**src/rtl/i2c_host_pkg.sv**
```systemverilog
package i2c_host_pkg;
  localparam int DW   = 8;
  localparam int SELW = 3;

  typedef enum logic [1:0] {
    OP_START = 2'd0,
    OP_SEND  = 2'd1,
    OP_RECV  = 2'd2,
    OP_STOP  = 2'd3
  } busOp_e;

  typedef enum logic [1:0] {
    ST_IDLE, ST_ISSUE, ST_WAIT, ST_DONE
  } seqState_e;

  localparam logic [SELW-1:0] SEL_OWN  = 3'd0;
  localparam logic [SELW-1:0] SEL_DIV  = 3'd1;
  localparam logic [SELW-1:0] SEL_CTL  = 3'd2;
  localparam logic [SELW-1:0] SEL_STAT = 3'd3;
  localparam logic [SELW-1:0] SEL_DAT  = 3'd4;

  localparam int CB_EN   = 7;
  localparam int CB_IEN  = 6;
  localparam int CB_MST  = 5;
  localparam int CB_TX   = 4;
  localparam int CB_RSTA = 2;

  localparam int SB_BUSY = 5;
  localparam int SB_ARB  = 4;
  localparam int SB_IRQ  = 1;
  localparam int SB_NACK = 0;

  typedef struct packed {
    logic wrOwn;
    logic wrDiv;
    logic wrCtl;
    logic softRst;
    logic wrStat;
    logic holdRd;
    logic rdDummy;
    logic rspAddr;
    logic rspSend;
    logic rspRecv;
    logic showHold;
  } strobe_t;
endpackage

```
**src/rtl/i2c_host_ctrl.sv**
```systemverilog
module i2c_host_ctrl
  import i2c_host_pkg::*;
(
  input  logic            clk,
  input  logic            rstN,
  input  logic [SELW-1:0] regSel,
  input  logic            regWrEn,
  input  logic            regRdEn,
  input  logic [DW-1:0]   regWdata,
  input  logic            ctlEn,
  input  logic            ctlMaster,
  input  logic            ctlTx,
  input  logic            addrValid,
  input  logic            cmdReady,
  input  logic            respValid,
  input  logic            respNack,
  output strobe_t         strb,
  output logic            regReady,
  output logic            cmdValid,
  output logic [1:0]      cmdOp,
  output logic [DW-1:0]   cmdByte
);
  seqState_e state;
  busOp_e    opReg;
  logic [DW-1:0] byteReg;

  logic acc, isWr, wrCtl, softRst, ctlStop, busWr, rdDat, rdFetch, needBus;
  logic rspHit;

  always_comb begin
    acc     = (state == ST_IDLE) && (regWrEn || regRdEn);
    isWr    = regWrEn;
    wrCtl   = acc && isWr && (regSel == SEL_CTL);
    softRst = wrCtl && ctlEn && !regWdata[CB_EN];
    ctlStop = wrCtl && addrValid &&
              (softRst || !regWdata[CB_MST] || regWdata[CB_RSTA]);
    busWr   = acc && isWr && (regSel == SEL_DAT) && ctlEn && ctlMaster;
    rdDat   = acc && !isWr && (regSel == SEL_DAT);
    rdFetch = rdDat && ctlMaster && addrValid && !ctlTx;
    needBus = ctlStop || busWr || rdFetch;
    rspHit  = (state == ST_WAIT) && respValid;

    strb          = '0;
    strb.wrOwn    = acc && isWr && (regSel == SEL_OWN);
    strb.wrDiv    = acc && isWr && (regSel == SEL_DIV);
    strb.wrCtl    = wrCtl && !softRst;
    strb.softRst  = softRst;
    strb.wrStat   = acc && isWr && (regSel == SEL_STAT);
    strb.holdRd   = rdDat;
    strb.rdDummy  = rdDat && ctlMaster && !rdFetch;
    strb.rspAddr  = rspHit && (opReg == OP_START);
    strb.rspSend  = rspHit && (opReg == OP_SEND);
    strb.rspRecv  = rspHit && (opReg == OP_RECV);
    strb.showHold = (state == ST_DONE);
  end

  always_ff @(posedge clk or negedge rstN) begin
    if (!rstN) begin
      state   <= ST_IDLE;
      opReg   <= OP_STOP;
      byteReg <= '0;
    end else begin
      unique case (state)
        ST_IDLE: if (needBus) begin
          state   <= ST_ISSUE;
          byteReg <= regWdata;
          if (ctlStop)      opReg <= OP_STOP;
          else if (busWr)   opReg <= addrValid ? OP_SEND : OP_START;
          else              opReg <= OP_RECV;
        end
        ST_ISSUE: if (cmdReady) state <= ST_WAIT;
        ST_WAIT: if (respValid) begin
          if (opReg == OP_SEND && respNack) begin
            opReg <= OP_STOP;
            state <= ST_ISSUE;
          end else begin
            state <= ST_DONE;
          end
        end
        ST_DONE: state <= ST_IDLE;
        default: state <= ST_IDLE;
      endcase
    end
  end

  assign regReady = ((state == ST_IDLE) && !needBus) || (state == ST_DONE);
  assign cmdValid = (state == ST_ISSUE);
  assign cmdOp    = opReg;
  assign cmdByte  = byteReg;


  cmd_hold_chk: assert property (@(posedge clk) disable iff (!rstN)
    cmdValid && !cmdReady |=> cmdValid && $stable(cmdOp) && $stable(cmdByte));


  cmd_stall_chk: assert property (@(posedge clk) disable iff (!rstN)
    cmdValid |-> !regReady);


  nack_stop_chk: assert property (@(posedge clk) disable iff (!rstN)
    strb.rspSend && respNack |=> cmdValid && cmdOp == OP_STOP);
endmodule

```
**src/rtl/i2c_host_dpath.sv**
```systemverilog
module i2c_host_dpath
  import i2c_host_pkg::*;
#(
  parameter logic [DW-1:0] OWN_MASK = 8'hFE,
  parameter logic [DW-1:0] DIV_MASK = 8'h3F,
  parameter logic [DW-1:0] CTL_MASK = 8'hFC
)(
  input  logic            clk,
  input  logic            rstN,
  input  strobe_t         strb,
  input  logic [SELW-1:0] regSel,
  input  logic [DW-1:0]   regWdata,
  input  logic            respNack,
  input  logic            respLost,
  input  logic [DW-1:0]   respByte,
  output logic [DW-1:0]   regRdata,
  output logic            ctlEn,
  output logic            ctlMaster,
  output logic            ctlTx,
  output logic            addrValid,
  output logic            irq
);
  localparam logic [DW-1:0] RSTA_BIT = DW'(1) << CB_RSTA;
  localparam logic [DW-1:0] ALL_ONES = '1;

  logic [DW-1:0] ownAddr, divReg, ctlReg, rdLatch, rdHold;
  logic busy, arbLost, irqFlag, rxNack, raiseOk;
  logic [DW-1:0] statusWord;

  assign raiseOk = ctlReg[CB_EN] && ctlReg[CB_IEN];

  always_ff @(posedge clk or negedge rstN) begin
    if (!rstN) begin
      ownAddr <= '0; divReg <= '0; ctlReg <= '0;
      rdLatch <= '0; rdHold <= '0;
      busy <= 1'b0; arbLost <= 1'b0; irqFlag <= 1'b0; rxNack <= 1'b0;
      addrValid <= 1'b0;
    end else if (strb.softRst) begin
      divReg <= '0; ctlReg <= '0; rdLatch <= '0;
      busy <= 1'b0; arbLost <= 1'b0; irqFlag <= 1'b0; rxNack <= 1'b0;
      addrValid <= 1'b0;
    end else begin
      if (strb.wrOwn) ownAddr <= regWdata & OWN_MASK;
      if (strb.wrDiv) divReg  <= regWdata & DIV_MASK;
      if (strb.wrCtl) begin
        ctlReg <= regWdata & CTL_MASK & ~((addrValid && regWdata[CB_RSTA]) ? RSTA_BIT : '0);
        busy   <= regWdata[CB_MST];
        if (!regWdata[CB_MST] || regWdata[CB_RSTA]) addrValid <= 1'b0;
      end
      if (strb.wrStat) begin
        irqFlag <= irqFlag & regWdata[SB_IRQ];
        arbLost <= arbLost & regWdata[SB_ARB];
      end
      if (strb.holdRd)  rdHold  <= rdLatch;
      if (strb.rdDummy) rdLatch <= ALL_ONES;
      if (strb.rspAddr) begin
        if (respNack) rxNack <= 1'b1;
        else begin
          addrValid <= 1'b1;
          rxNack    <= 1'b0;
          if (raiseOk) irqFlag <= 1'b1;
        end
      end
      if (strb.rspSend) begin
        if (respNack) begin
          rxNack    <= 1'b1;
          addrValid <= 1'b0;
        end else begin
          rxNack <= 1'b0;
          if (raiseOk) irqFlag <= 1'b1;
        end
      end
      if (strb.rspRecv) begin
        rdLatch <= respByte;
        if (raiseOk) irqFlag <= 1'b1;
      end
      if ((strb.rspAddr || strb.rspSend || strb.rspRecv) && respLost) arbLost <= 1'b1;
    end
  end

  always_comb begin
    statusWord          = '0;
    statusWord[SB_BUSY] = busy;
    statusWord[SB_ARB]  = arbLost;
    statusWord[SB_IRQ]  = irqFlag;
    statusWord[SB_NACK] = rxNack;
    unique case (regSel)
      SEL_OWN:  regRdata = ownAddr;
      SEL_DIV:  regRdata = divReg;
      SEL_CTL:  regRdata = ctlReg;
      SEL_STAT: regRdata = statusWord;
      SEL_DAT:  regRdata = strb.showHold ? rdHold : rdLatch;
      default:  regRdata = '0;
    endcase
  end

  assign ctlEn     = ctlReg[CB_EN];
  assign ctlMaster = ctlReg[CB_MST];
  assign ctlTx     = ctlReg[CB_TX];
  assign irq       = irqFlag;


  irq_gate_chk: assert property (@(posedge clk) disable iff (!rstN)
    $rose(irqFlag) |-> ctlReg[CB_EN] && ctlReg[CB_IEN]);


  irq_clear_chk: assert property (@(posedge clk) disable iff (!rstN)
    $fell(irqFlag) |-> $past(strb.wrStat || strb.softRst));


  own_keep_chk: assert property (@(posedge clk) disable iff (!rstN)
    $past(strb.softRst) |-> ownAddr == $past(ownAddr));
endmodule

```
**src/rtl/i2c_host_regs.sv**
```systemverilog
module i2c_host_regs
  import i2c_host_pkg::*;
#(
  parameter logic [7:0] OWN_MASK = 8'hFE,
  parameter logic [7:0] DIV_MASK = 8'h3F,
  parameter logic [7:0] CTL_MASK = 8'hFC
)(
  input  logic       clk,
  input  logic       rstN,
  input  logic [2:0] regSel,
  input  logic       regWrEn,
  input  logic       regRdEn,
  input  logic [7:0] regWdata,
  output logic [7:0] regRdata,
  output logic       regReady,
  output logic       cmdValid,
  input  logic       cmdReady,
  output logic [1:0] cmdOp,
  output logic [7:0] cmdByte,
  input  logic       respValid,
  input  logic       respNack,
  input  logic       respLost,
  input  logic [7:0] respByte,
  output logic       irq
);
  strobe_t strb;
  logic ctlEn, ctlMaster, ctlTx, addrValid;

  i2c_host_ctrl uCtrl (
    .clk(clk), .rstN(rstN), .regSel(regSel), .regWrEn(regWrEn),
    .regRdEn(regRdEn), .regWdata(regWdata), .ctlEn(ctlEn),
    .ctlMaster(ctlMaster), .ctlTx(ctlTx), .addrValid(addrValid),
    .cmdReady(cmdReady), .respValid(respValid), .respNack(respNack),
    .strb(strb), .regReady(regReady), .cmdValid(cmdValid),
    .cmdOp(cmdOp), .cmdByte(cmdByte)
  );

  i2c_host_dpath #(
    .OWN_MASK(OWN_MASK), .DIV_MASK(DIV_MASK), .CTL_MASK(CTL_MASK)
  ) uDpath (
    .clk(clk), .rstN(rstN), .strb(strb), .regSel(regSel),
    .regWdata(regWdata), .respNack(respNack), .respLost(respLost),
    .respByte(respByte), .regRdata(regRdata), .ctlEn(ctlEn),
    .ctlMaster(ctlMaster), .ctlTx(ctlTx), .addrValid(addrValid), .irq(irq)
  );
endmodule

```
**config.mk**
```make
export PLATFORM = sky130hd
export DESIGN_NAME = i2c_host_regs
export DESIGN_NICKNAME = d
export VERILOG_FILES = /design/src/rtl/i2c_host_pkg.sv /design/src/rtl/i2c_host_ctrl.sv /design/src/rtl/i2c_host_dpath.sv /design/src/rtl/i2c_host_regs.sv
export SDC_FILE = /design/constraint.sdc
export NUM_CORES = 1
export LEC_CHECK = 0
export CAP_MARGIN = 20
export CORE_ASPECT_RATIO = 2
export CORE_MARGIN = 2
export CORE_UTILIZATION = 59
export CTS_BUF_LIST = sky130_fd_sc_hd__clkbuf_8 sky130_fd_sc_hd__clkbuf_16
export DETAILED_ROUTE_END_ITERATION = 8
export DONT_BUFFER_PORTS = 1
export PLACE_DENSITY = 0.75
export SETUP_SLACK_MARGIN = 0.05
export SLEW_MARGIN = 20
export SYNTH_ARGS = -nofsm -noshare
export SYNTH_HDL_FRONTEND = slang
export SYNTH_SLANG_ARGS = --single-unit
```
**constraint.sdc**
```tcl
create_clock -name clk -period 4.87 [get_ports clk]
set_input_delay 0.7305 -clock clk [delete_from_list [all_inputs] [get_ports clk]]
set_output_delay 0.7305 -clock clk [all_outputs]
set_load 0.005 [all_outputs]
```
==> results_dict.tcl, run 1 <==
set metrics [dict create \
    status "finished, final reports clean" \
    synth_top_area_share_pct 47.3 \
    critPathKind "reg -> out" \
    holdWs_ns 0.105 \
    path_clk_slew_ns 0.09 \
    hold_class "in -> async" \
    antenna_found_initial 0 \
    dieHeight_um 97.7 \
    drc 0 \
    ant_nets 0 \
    grt_pass1_vias 1977 \
    max_freq_mhz 363 \
    cts_setup_buffers 0 \
    start_util_pct 60.3 \
    dr.pass1.iters 4 \
    final_common_cell "dfrtp_1" \
    root_buffer "clkbuf_8" \
    post-dp-hpwl_um 4600 \
    rows 34 \
    clkLatencyLatePin_ns 0.31 \
    route.detailed.vias_per_inst 6.63 \
    core_area_sq_um 4300 \
    worst_pin_slew_ns 0.680 \
    fill_cells 329 \
    synth_cell_types 49 \
    syn-cell-area_sq_um 2590 \
    power_leakage_nw 1.22 \
    cp-start-kind "flop" \
    synthTopCellsByArea "dfrtp_1 47%, mux2i_1 5.0%, mux2_1 4.8%" \
    gp_congestion 0.930 \
    io_buffers 0 \
    ys_seq_elements 51 \
    post-route-period-util_pct 56.6 \
    synth_edf_count 0 \
    synth.avg_cell_area_sq_um 11.5 \
    synthCells 226 \
    final_cell_mix "49 x dfrtp_1, 24 x nand2_1, 15 x a21oi_1" \
    critical_path.max_fanout 11 \
    totalWireLength_um 6160 \
    drv_cap 0 \
    cts_hold_buf 0 \
    crit_required_ns 4.14 \
    setup_viol 0 \
    drt-wirelength-per-cell_um 22.2 \
    drv_slew 0 \
    syn_nets 253 \
    peakVddDrop_v 0.000317 \
    endpoint_kind "primary output" \
    ys.warnings.count 0 \
    clock_sinks 51 \
    async_reset_ff_share_pct 100 \
    grt_pass1_wl_um 10100 \
    p_per_area_nw_per_um2 585 \
    cts_buffers 5 \
    track_usage_pct 27.2 \
    yosys.area.top_type "dfrtp_1" \
    cts_max_level 2 \
    cp.arrival_ns 2.02 \
    skew_ns 0.00679 \
    cts_tree "built" \
    grt_max_degree 52 \
    die_area_sq_um 4970 \
    final_nets 249 \
    rsz0062_at_grt "false" \
    hold_viol_final 0 \
    relSlewSlack_pct 54.3 \
    diodes 0 \
    cts_resized 0 \
    dr_total_vias 1836 \
    drive_above_1_share_pct 17.5 \
    period_minus_slack_ns 2.75 \
    num_io_pins 48 \
    dr.first_iter.drc_count 70 \
    tns_ns 0 \
    seq_area_frac_synth_pct 49.3 \
    overflow 0 \
    ys.flop_type "dfrtp_1" \
    die_w_um 50.9 \
    clk_path_buf_depth 2 \
    areaGrowthSynthToFinish_pct 5.65 \
]
[worst max-delay path, stage by stage (launching register included)]
cell and delay, ns:
dfrtp_1 0.51, or4b_4 0.59, a2111oi_4 0.25, a21o_4 0.25, o21ai_1 0.11
[power by group]
part,internal [mW],switching [mW],total [mW]
Combinational,0.251,0.197,0.447
Sequential,0.626,0.180,0.806
Clock,0.205,0.143,0.347
[per-stage QoR]
stage | setup slack (ns) | total power [mW] | instances | utilization, % | instance area, sq um
final | 2.12 | 1.60 | 277 | 63.7 | 2740
after floorplan | 2.31 | 1.13 | 226 | - | 2590
after detailed placement | 2.23 | 1.25 | 269 | 60.3 | 2590
after global routing | 2.02 | 1.69 | 277 | 63.7 | 2740
after CTS | 2.13 | 1.60 | 277 | 63.5 | 2730
after global placement | 2.27 | 1.22 | 269 | 60.3 | 2590
[logic make-up after synthesis]
family	Yosys count	synth area share, %
AND/OR/NAND/NOR	68	14.3
AO/OA/AOI/OAI	54	15.9
multiplexers	38	17.3
buffers and inverters	15	3.14
flip-flops	51	49.3
[path summary, 6_finish.rpt]
| kind | start | to | slack [ns] | depth (start not counted) |
|---|---|---|---|---|
| max | uCtrl.state[1] | regReady | 2.12 | 4 |
| min | rstN | uCtrl.state[0] | 0.11 | 0 |
| max reg2reg | uCtrl.state[1] | uDpath.rdLatch[1] | 2.77 | 4 |
| min reg2reg | uDpath.ownAddr[5] | uDpath.ownAddr[5] | 0.50 | 1 |
| max in group asynchronous | rstN | uCtrl.cmdOp[1] | 4.59 | 0 |
| min in group clk | uDpath.ownAddr[5] | uDpath.ownAddr[5] | 0.50 | 1 |
[cell usage after synthesis, types with 2 or more instances]
cell / instances
inv_1: 4
clkbuf_1: 7
mux2_4: 7
mux2_2: 6
dfstp_2: 2
o2bb2ai_1: 2
mux2_1: 11
a32o_1: 2
nand3b_1: 3
nor2b_1: 5
o221a_2: 8
nor4b_2: 2
nand3_1: 10
mux2i_1: 13
nand2b_1: 4
o22ai_1: 4
o21ai_1: 7
o21ai_0: 2
a21oi_1: 15
o21bai_1: 2
a21o_1: 2
nand4b_1: 2
nor2_1: 9
dfrtp_1: 49
nand2_1: 24
[final cells by class]
class	count	area [sq um]	share of cell area (%)
clock buffers	5	68.8	2.51
clock inverters	3	67.6	2.47
inverters	4	15.0	0.548
multi-input cells	160	1240	45.3
flip-flops and latches	51	1280	46.7
well taps	54	67.6	2.47
[metal layers]
metal	vias to the layer above	track usage [%]	wire length [um]
met5	-	0	0
met2	60	48.4	3440
met4	0	13.5	178
li1	827	-	-
met3	14	6.31	261
met1	935	29.1	2280
[sequential cells by signal (all words and copies together), names as in the netlist, 2 cells and up]
name and cells:
uCtrl.cmdByte 8, uCtrl.cmdOp 2, uDpath.rdLatch 8, uDpath.ctlReg 6, uCtrl.state 2, uDpath.rdHold 8
uDpath.divReg 6, uDpath.ownAddr 7
(Power assumes the default switching activity.)
==> run 2, diff against run 1 <==
Settings changed: ABC_AREA set to 1.
Clock period 4.87 ns to 2.6 ns, I/O delays scaled along.
==> results_dict.tcl, run 2 <==
set metrics [dict create \
    final_cell_mix "88 x nand2_1, 49 x dfrtp_1, 44 x inv_1" \
    tns_ns 0 \
    dieHeight_um 98.5 \
    gp_congestion 0.913 \
    status "finished, final reports clean" \
    cts_buffers 5 \
    seq_area_frac_synth_pct 48.6 \
    die_w_um 51.2 \
    synth.most_common_cell "nand2_1" \
    ys_seq_elements 51 \
    post-dp-hpwl_um 4720 \
    io_buffers 0 \
    synth_adder_area_share_pct 0 \
    synthTopCellsByCount "88 x nand2_1, 49 x dfrtp_1, 43 x inv_1" \
    period_minus_slack_ns 2.02 \
    setup_viol 0 \
    max_freq_mhz 496 \
    peakVddDrop_v 0.000629 \
    route.detailed.vias_per_inst 5.47 \
    grt_max_degree 52 \
    diodes 0 \
    synthCells 328 \
    critPathKind "reg -> out" \
    synth_edf_count 0 \
    cp-start-kind "flop" \
    hold_class "in -> reg" \
    worst_slack_ns 0.583 \
    crit_required_ns 2.21 \
    drv_slew 0 \
    clock_sinks 51 \
    cp.arrival_ns 1.63 \
    path_cells "nand2_1 -> o21ai_0 -> o211ai_1" \
    grt_pass1_vias 2135 \
    start_util_pct 60.7 \
    drive_above_1_share_pct 10.5 \
    worst_pin_slew_ns 0.684 \
    synth_top_family_by_area "simple AND/OR/NAND/NOR gates" \
    clkLatencyLatePin_ns 0.31 \
    synthSimpleGateAreaFrac_pct 28.8 \
    drc 0 \
    root_buffer "clkbuf_8" \
    skew_ns 0.0155 \
    ant_nets 0 \
    num_io_pins 48 \
    path_clk_slew_ns 0.09 \
    endpoint_kind "primary output" \
    muxShareOfSynthArea_pct 0.428 \
    power_leakage_nw 1.38 \
    synth.avg_cell_area_sq_um 8.03 \
    fill_cells 387 \
    drt-wirelength-per-cell_um 15.5 \
    track_usage_pct 25.8 \
    synth_top_area_share_pct 46.6 \
    synth_cell_types 32 \
    cts_tree "built" \
    p_per_area_nw_per_um2 978 \
    synth_compound_area_share_pct 14.2 \
    crit_path_top_delay_cell "dfrtp_1" \
    finalNonFillerCells 387 \
    synth-xor-area-share_pct 0 \
    yosys.area.top_type "dfrtp_1" \
    final_common_cell "nand2_1" \
    dr_total_vias 2117 \
    dr.pass1.iters 4 \
    syn_nets 355 \
    core_area_sq_um 4340 \
    ys.warnings.count 0 \
    antenna_found_initial 0 \
    pre_cts_ws_ns 0.705 \
    critical-path-top-delay-family "compound AO/OA/AOI/OAI gates" \
    syn-cell-area_sq_um 2630 \
    rows 34 \
    crit_buf_inv 0 \
    clk_path_buf_depth 2 \
    relSlewSlack_pct 54.2 \
    rsz0062_at_grt "false" \
    synthTopCellsByArea "dfrtp_1 47%, nand2_1 13%, inv_1 6.1%" \
    ys.flop_type "dfrtp_1" \
    cpPeakStageDelay_ns 0.46 \
    areaGrowthSynthToFinish_pct 6.27 \
    hold_viol_final 0 \
    holdWs_ns 0.214 \
    critical_path.max_fanout 16 \
    die_area_sq_um 5050 \
    final_nets 359 \
    overflow 0 \
    async_reset_ff_share_pct 100 \
    post-route-period-util_pct 77.6 \
    cts_max_level 2 \
    dp_cells 377 \
    totalWireLength_um 6020 \
    grt_pass1_wl_um 9670 \
    drv_cap 0 \
    dr.first_iter.drc_count 48 \
]
[run 2: changes by cell type in the layout (fill, tap and decap cells not counted), sizes merged, moves of 13 or more]
cell,previous run,this run
a21oi,15,28
inv,4,45
mux2,24,1
mux2i,13,0
nand2,24,96
nor2,9,26
o21ai,9,34
[run 2: final timing paths]
kind,from,to,slack (ns),cells past startpoint
min reg2reg,uDpath.rdHold[4],uDpath.rdHold[4],0.47,2
max,uCtrl.state[1],regRdata[7],0.58,3
min,regWdata[2],uCtrl.cmdByte[2],0.21,2
max in group asynchronous,rstN,uCtrl.cmdOp[0],1.74,2
min in group asynchronous,rstN,uCtrl.cmdByte[7],0.58,2
max reg2reg,uCtrl.state[1],uDpath.rdLatch[4],0.70,9
[run 2: timing repair]
item	4_1_cts	5_1_grt
hold endpoints to repair	51	0
gates resized for setup	0	0
setup buffers	0	0
hold buffers	2	0
[run 2: kinds of logic after synthesis]
logic type,count (synthesis)
muxes,1
and+or+nand+nor,156
DFF,51
buffers and inverters,50
AOI/OAI and AO/OA,70
[run 2: metal layers]
| layer | share of wire (%) | wire length (um) | track usage (%) | vias up |
|---|---|---|---|---|
| li1 | - | - | - | 1069 |
| met1 | 36 | 2150 | 25.9 | 961 |
| met3 | 5.1 | 308 | 5.15 | 14 |
| met4 | 3.3 | 198 | 12.6 | 0 |
| met2 | 56 | 3360 | 48.3 | 73 |
| met5 | 0 | 0 | 0 | - |
[run 2: area by class of cell]
class / count / area (sq um) / share of cell area (%)
Clock buffer: 6 / 82.6 / 2.95
Clock inverter: 2 / 12.5 / 0.447
Inverter: 44 / 168 / 5.99
Multi-Input combinational cell: 227 / 1140 / 40.9
Sequential cell: 51 / 1280 / 45.7
Tap cell: 54 / 67.6 / 2.41
Timing Repair Buffer: 3 / 45.0 / 1.61
[run 2: through the flow]
step | utilization, % | instance area [sq um] | power (mW)
after floorplan | - | 2630 | 2.05
after global placement | 61.4 | 2670 | 2.22
after detailed placement | 61.4 | 2670 | 2.26
after CTS | 64.5 | 2800 | 2.75
after global routing | 64.5 | 2800 | 2.95
final | 64.5 | 2800 | 2.74
[run 2: worst register-to-register path: stages, from the launching register on]
cell and delay [ns]:
dfrtp_1 0.46, nor2_4 0.15, nand2_2 0.10, inv_4 0.11, nand2_4 0.07, nor3_4 0.53, nor2_4 0.15, nand2_4 0.14
nand2_1 0.07, nand2_1 0.06
[run 2: power by group]
part / switching, mW / total [mW] / internal [mW] / leakage (nW)
logic: 0.503 / 0.816 / 0.313 / 0.705
registers: 0.264 / 1.45 / 1.18 / 0.624
clock network: 0.258 / 0.473 / 0.215 / 0.0526
==> run 3, diff against run 2 <==
Clock period 2.6 ns to 2.05 ns, I/O delays scaled along.
==> results_dict.tcl, run 3 (synthesis results as in run 2) <==
set metrics [dict create \
    status "finished, final reports clean" \
    final_cell_mix "87 x nand2_1, 49 x dfrtp_1, 45 x inv_1" \
    post-dp-hpwl_um 4560 \
    drive_above_1_share_pct 11.9 \
    cp.arrival_ns 1.56 \
    num_io_pins 48 \
    fill_cells 398 \
    period_minus_slack_ns 1.86 \
    drv_cap 0 \
    cts_tree "built" \
    p_per_area_nw_per_um2 1220 \
    whs_path_depth 2 \
    track_usage_pct 26.2 \
    clock_sinks 51 \
    start_util_pct 60.7 \
    power_leakage_nw 1.40 \
    dp_cells 378 \
    route.detailed.vias_per_inst 5.47 \
    finalNonFillerCells 391 \
    critical_path.max_fanout 6 \
    gp_congestion 0.928 \
    cts_max_level 2 \
    die_w_um 51.2 \
    rows 34 \
    dr.pass1.iters 6 \
    worst_slack_ns 0.185 \
    clk_path_buf_depth 2 \
    grt_pass1_wl_um 9960 \
    hold_viol_final 0 \
    dr.first_iter.drc_count 48 \
    hold_class "in -> reg" \
    rsz0062_at_grt "false" \
    cp-start-kind "flop" \
    die_area_sq_um 5050 \
    grt_max_degree 52 \
    antenna_found_initial 0 \
    rr_endpoint "uDpath.rdLatch[2]" \
    finalPower_mw 3.44 \
    path_clk_slew_ns 0.09 \
    critPathKind "reg -> out" \
    endpoint_kind "primary output" \
    grt_pass1_vias 2127 \
    areaGrowthSynthToFinish_pct 7.17 \
    crit_required_ns 1.74 \
    io_buffers 0 \
    holdWs_ns 0.136 \
    final_common_cell "nand2_1" \
    dr_total_vias 2138 \
    skew_ns 0.0104 \
    min_from "regWdata[0]" \
    totalWireLength_um 5950 \
    drc 0 \
    max_freq_mhz 536 \
    drv_slew 0 \
    cts_buffers 5 \
    root_buffer "clkbuf_8" \
    relSlewSlack_pct 63.9 \
    tns_ns 0 \
    fin_util_pct 65.1 \
    dieHeight_um 98.5 \
    min_to "uCtrl.cmdByte[0]" \
    rr_worst_depth 8 \
    clkLatencyLatePin_ns 0.31 \
    dpl_cell_area_sq_um 2670 \
    peakVddDrop_v 0.000808 \
    overflow 0 \
    worst_pin_slew_ns 0.539 \
    core_area_sq_um 4340 \
    final_nets 363 \
    r2r_slack_ns 0.32 \
    drt-wirelength-per-cell_um 15.2 \
    post-route-period-util_pct 91.0 \
    ant_nets 0 \
    regToRegStartpoint "uCtrl.state[1]" \
    setup_viol 0 \
    pre_cts_ws_ns 0.340 \
    stdcell_area_sq_um 2820 \
    diodes 0 \
]
run 3: cell types whose count changed in the layout (fill, tap and decap cells not counted), sizes merged:
cell / delta
inv: +1
buf: +4
clkbuf: -1
run 3: how the worst max path moves through the flow:
stage | from | endpoint | slack [ns] | cells after the start
6_report | uCtrl.state[1] | regReady | 0.19 | 6
5_1_grt | uCtrl.state[1] | regReady | 0.09 | 6
4_1_cts | uCtrl.state[1] | regReady | 0.09 | 6
3_5_place_dp | uCtrl.state[1] | uDpath.rdLatch[2] | 0.34 | 8
3_3_place_gp | uCtrl.state[1] | uDpath.rdLatch[4] | 0.45 | 10
2_1_floorplan | uCtrl.state[1] | uDpath.rdLatch[0] | 0.56 | 9
run 3: cell type report:
class	instances	area, sq um	share of cell area [%]
Clock buffer	5	68.8	2.44
Timing Repair Buffer	7	75.1	2.66
Tap cell	54	67.6	2.39
Sequential cell	51	1280	45.3
Multi-Input combinational cell	227	1150	40.8
Clock inverter	3	12.5	0.443
Inverter	44	168	5.94
run 3: worst max-delay path: stages, from the launching register on:
cell and delay, ns:
dfrtp_1 0.47, nor2_4 0.16, nand2_2 0.10, inv_4 0.12
nand2_1 0.16, nand4_1 0.16, nand2_1 0.09
run 3: what timing repair did:
action | CTS | global route
resized for setup | 0 | 2
endpoints found under the hold margin | 51 | 0
setup buffers | 0 | 3
endpoints found under the setup margin | 0 | 8
hold buffers | 2 | 0
run 3: metal layers:
metal	share of wire, %	GRT usage [%]
met1	37	28.7
met2	54	45.6
met3	5.1	5.61
met4	3.9	14.2
met5	0	0
run 3: power breakdown:
group | total [mW] | internal (mW) | switching, mW
combinational | 1.05 | 0.414 | 0.641
clock | 0.547 | 0.230 | 0.317
sequential | 1.84 | 1.50 | 0.340
total | 3.44 | 2.15 | 1.30
